===== config.mk =====
export PLATFORM = sky130hd
export DESIGN_NAME = tag_fetch_unit
export DESIGN_NICKNAME = d
export VERILOG_FILES = /design/src/rtl/tag_fetch_unit.sv
export SDC_FILE = /design/constraint.sdc
export NUM_CORES = 1
export LEC_CHECK = 0
export ABC_AREA = 1
export BUFFER_PORTS_ARGS = -buffer_cell sky130_fd_sc_hd__buf_2
export CORE_AREA = 2 2 82 163
export CTS_CLUSTER_DIAMETER = 200
export DETAILED_ROUTE_END_ITERATION = 10
export DIE_AREA = 0 0 84 165
export PLACE_DENSITY = 0.88
export SYNTH_ARGS = -nofsm -noshare
export SYNTH_HDL_FRONTEND = slang
export SYNTH_SLANG_ARGS = --single-unit

===== constraint.sdc =====
create_clock -name clk -period 2.85 [get_ports clk]
set_input_delay 0.855 -clock clk [delete_from_list [all_inputs] [get_ports clk]]
set_output_delay 0.855 -clock clk [all_outputs]
set_load 0.01 [all_outputs]

===== src/rtl/tag_fetch_unit.sv =====
module tag_fetch_unit #(
  parameter int W   = 16,
  parameter int PCW = 8,
  parameter int OPW = 4,
  parameter logic [OPW-1:0] JMP = '1,
  localparam int OW = 3*W,
  localparam int IW = OPW + 3 + OW,
  localparam int HW = OPW + OW
) (
  input  logic           clk,
  input  logic           rst_n,
  input  logic           local_en,
  output logic [PCW-1:0] cmd_addr,
  input  logic [IW-1:0]  cmd_data,
  input  logic           hq_valid,
  input  logic [HW-1:0]  hq_cmd,
  input  logic           hd_valid,
  input  logic [1:0]     hd_tag,
  input  logic [W-1:0]   hd_data,
  output logic           iss_valid,
  output logic           iss_src,
  output logic [OPW-1:0] iss_op,
  output logic [OW-1:0]  iss_opnd,
  output logic           tag_err
);

  logic [PCW-1:0] pc;
  logic           held;
  logic [OPW-1:0] h_op;
  logic [2:0]     h_tag;
  logic [W-1:0]   h_opnd [0:2];

  wire is_jmp   = (h_op == JMP);
  wire ready    = held && (is_jmp ? &h_tag[1:0] : &h_tag);
  wire stalled  = held && !ready;
  wire go_local = ready && !hq_valid;
  wire host_jmp = (hq_cmd[HW-1 -: OPW] == JMP);
  wire hit      = hd_valid && held && (hd_tag != 2'd3) && !h_tag[hd_tag];
  wire take     = h_opnd[1][0];

  assign cmd_addr = pc;

  always_ff @(posedge clk) begin
    if (!rst_n) begin
      pc        <= '0;
      held      <= 1'b0;
      h_op      <= '0;
      h_tag     <= '0;
      for (int i = 0; i < 3; i++) h_opnd[i] <= '0;
      iss_valid <= 1'b0;
      iss_src   <= 1'b0;
      iss_op    <= '0;
      iss_opnd  <= '0;
      tag_err   <= 1'b0;
    end else begin
      iss_valid <= 1'b0;
      if (hd_valid && !hit) tag_err <= 1'b1;
      if (hit) begin
        h_opnd[hd_tag] <= hd_data;
        h_tag[hd_tag]  <= 1'b1;
      end
      if (hq_valid) begin
        if (!host_jmp) begin
          iss_valid <= 1'b1;
          iss_src   <= 1'b1;
          iss_op    <= hq_cmd[HW-1 -: OPW];
          iss_opnd  <= hq_cmd[OW-1:0];
        end
      end else if (go_local) begin
        held <= 1'b0;
        if (is_jmp) begin
          pc <= take ? h_opnd[0][PCW-1:0] : pc + 1'b1;
        end else begin
          iss_valid <= 1'b1;
          iss_src   <= 1'b0;
          iss_op    <= h_op;
          iss_opnd  <= {h_opnd[2], h_opnd[1], h_opnd[0]};
          pc        <= pc + 1'b1;
        end
      end
      if (!held && local_en) begin
        held      <= 1'b1;
        h_op      <= cmd_data[IW-1 -: OPW];
        h_tag     <= cmd_data[OW +: 3];
        h_opnd[0] <= cmd_data[0 +: W];
        h_opnd[1] <= cmd_data[W +: W];
        h_opnd[2] <= cmd_data[2*W +: W];
      end
    end
  end

endmodule


==> results_dict.tcl <==
set metrics [dict create \
    critPathMaxStageDelay_ns 0.52 \
    max-vdd-ir-drop_uv 418 \
    grt_pass1_wl_um 28200 \
    synth_common_cells "nand2_1 (322), inv_1 (94), nand3_1 (81)" \
    netlist.area_leader.share_pct 23.2 \
    syn_area_sq_um 6200 \
    cts_tree "done" \
    post-route-period-util_pct 70.3 \
    core_region_area_sq_um 12600 \
    io-pin-count 193 \
    layout.nets 1165 \
    drc 0 \
    post_cts_resize_count 0 \
    syn2layout_area_growth_pct 26.1 \
    synthCells 862 \
    ys_top_cells_by_area "edfxtp_1 (23%), dfxtp_1 (23%), nand2_1 (19%)" \
    clk_latency_ns 0.41 \
    wl_um 18000 \
    r2r-start "h_tag[2]$_SDFFE_PN0P_" \
    first_iter_violations 567 \
    post_drt_wl_per_cell_um 15.0 \
    path_common_cell "inv_1" \
    synth_seq_cells 119 \
    portBuffers 192 \
    sw_frac_of_total_pct 27.0 \
    switchingPower_w 0.00128 \
    max_freq_mhz 499 \
    via_per_inst 5.11 \
    synth.avg_cell_area_sq_um 7.19 \
    rsz0062_at_grt "no" \
    endpoint "h_opnd[0][15]$_DFFE_PP_" \
    grt_max_degree 69 \
    dieArea_sq_um 13900 \
    worst-path-stages 7 \
    max-cap-violations 0 \
    reg2reg_depth 7 \
    outcome "finished clean" \
    power_frac_comb_pct 13.2 \
    cp.arrival_ns 2.05 \
    p_seq_share_pct 41.5 \
    min_period_ns 2.00 \
    hold_buffers 0 \
    p_per_area_nw_per_um2 606 \
    r2r_slack_ns 1.01 \
    synth-async-reset-ratio_pct 0 \
    hold_viol 0 \
    dpl.hpwl_um 13400 \
    crit_path_start_kind "primary input" \
    cts_buffer_depth 2 \
    skew_ns 0.00729 \
    synth_edf_count 48 \
    ys_types 29 \
    required_ns 2.89 \
    cts_setup_buffers 0 \
    route.antenna.remaining_nets 0 \
    crit_chain "buf_2, inv_1, nor2_1, inv_1, nand2_1, inv_1, nand2_1" \
    synth_most_common_cell "nand2_1" \
    maxSlewHeadroom_pct 48.4 \
    initial_core_util_pct 49.4 \
    nFillCells 1106 \
    setup_tns_ns 0 \
    p_clk_share_pct 45.3 \
    critPathSlowestCell "nand2_1" \
    syn-num-nets 993 \
    critPathKind "in -> reg" \
    grt_use_total_pct 26.4 \
    drive_gt1_share_pct 28.0 \
    startpoint "local_en" \
    crit_family "simple AND/OR/NAND/NOR gates" \
    cts_buffers 17 \
    grt_antenna_before_repair 1 \
    p_int_w 0.00346 \
    drv_slew 0 \
    crit_buf_inv 4 \
    regToRegEndpoint "h_opnd[0][15]$_DFFE_PP_" \
    p_leak_nw 4.04 \
    synth_ff_type "dfxtp_1" \
    cp_max_fo 16 \
    cts_root_buf "clkbuf_16" \
    chipWidth_um 84 \
    via_count 6121 \
    clkTransAtPathRegs_ns 0.06 \
    tightest_slew_ns 0.774 \
    clock-sinks 119 \
    first_global_vias 5838 \
    hold_slack_ns 0.489 \
    place.gp.congestion 0.968 \
    placement_rows 58 \
    setup_violations 0 \
    die_height_um 165 \
    overflow 0 \
    dr.pass1.iters 6 \
    yosys.area.top_type "edfxtp_1" \
    yosys_warnings 0 \
    end_kind "register" \
    cts_max_level 4 \
    min_path_type "reg -> reg" \
    ys_seq_area_share_pct 46.2 \
]
power groups by stage:
stage | Combinational [W] | Clock, W | Sequential (W)
CTS | 0.000621 | 0.00215 | 0.00197
global route | 0.000694 | 0.00224 | 0.00198
finish | 0.000623 | 0.00215 | 0.00197
detailed placement | 0.000614 | 0 | 0.00200
floorplan | 0.000340 | 0 | 0.00201
global placement | 0.000605 | 0 | 0.00200
metrics by stage:
step	cells	cell area (sq um)	utilization [%]	power [W]	worst slack (ns)
2_1_floorplan	862	6200	-	0.00235	0.538
3_3_place_gp	1165	7220	57.5	0.00260	0.454
3_5_place_dp	1165	7220	57.5	0.00262	0.431
4_1_cts	1197	7820	62.3	0.00474	0.863
5_1_grt	1198	7820	62.3	0.00491	0.667
6_report	1198	7820	62.3	0.00474	0.846
tightest hold or removal path, delay by kind of cell (launching register included):
family           cells  cell delay, ns
AND/OR/NAND/NOR      2            0.11
flip-flops           1            0.34
placed cells by master (no fill, tap or decap), types with 2 or more instances in the layout:
master	n
nand2_1	321
buf_2	192
inv_1	94
nand3_1	81
dfxtp_1	71
nor2_1	68
edfxtp_1	48
o21ai_0	32
a21oi_2	30
a21oi_1	24
o21ai_2	18
clkbuf_16	17
buf_4	11
inv_6	5
clkinv_4	5
nand4_1	4
nor2_2	2
or2_1	2
o21ai_1	2
a31oi_1	2
bufinv_16	2
clkinv_2	2
buf_12	2
sequential cells by signal, indices dropped and copies added, names as in the netlist:
name	cells
tag_err	1
iss_valid	1
iss_src	1
cmd_addr	8
h_tag	3
h_op	4
h_opnd	48
iss_op	4
iss_opnd	48
held	1
metal layers:
layer | GRT usage [%] | up-vias | wire (um)
li1 | - | 3062 | -
met1 | 30.5 | 2663 | 6660
met2 | 44.0 | 333 | 9010
met3 | 4.65 | 63 | 1210
met4 | 18.3 | 0 | 1150
met5 | 0 | - | 0
cell families after synthesis:
kind of cell             after synthesis  synth area share, %
AND/OR/NAND/NOR                      483                 31.5
buffers and inverters                149                 10.2
flip-flops                           119                 46.2
AO/OA/AOI/OAI                        109                 11.8
XOR/XNOR                               1                0.141
adder cells (fa/ha/maj)                1                0.202
layout make-up:
cell class | count | area (sq um) | share of cell area (%)
clock buffers | 17 | 425 | 5.44
repair buffers | 205 | 1080 | 13.9
inverters | 97 | 367 | 4.69
clock inverters | 15 | 169 | 2.16
multi-input cells | 594 | 2720 | 34.8
diodes | 1 | 2.50 | 0.0320
flip-flops and latches | 119 | 2860 | 36.6
well taps | 150 | 188 | 2.40
worst min path at each step:
stage                                           to                startpoint  slack [ns]  cells after the start
after floorplan               h_op[0]$_SDFFE_PN0P_      h_op[0]$_SDFFE_PN0P_        0.46                      2
after global placement    cmd_addr[1]$_SDFFE_PN0P_  cmd_addr[1]$_SDFFE_PN0P_        0.46                      2
after detailed placement      tag_err$_SDFFE_PN0P_      tag_err$_SDFFE_PN0P_        0.48                      2
after CTS                 cmd_addr[1]$_SDFFE_PN0P_  cmd_addr[1]$_SDFFE_PN0P_        0.49                      2
after global routing      cmd_addr[1]$_SDFFE_PN0P_  cmd_addr[1]$_SDFFE_PN0P_        0.51                      2
final                     cmd_addr[1]$_SDFFE_PN0P_  cmd_addr[1]$_SDFFE_PN0P_        0.49                      2
Power figures use the tool's default switching activity.
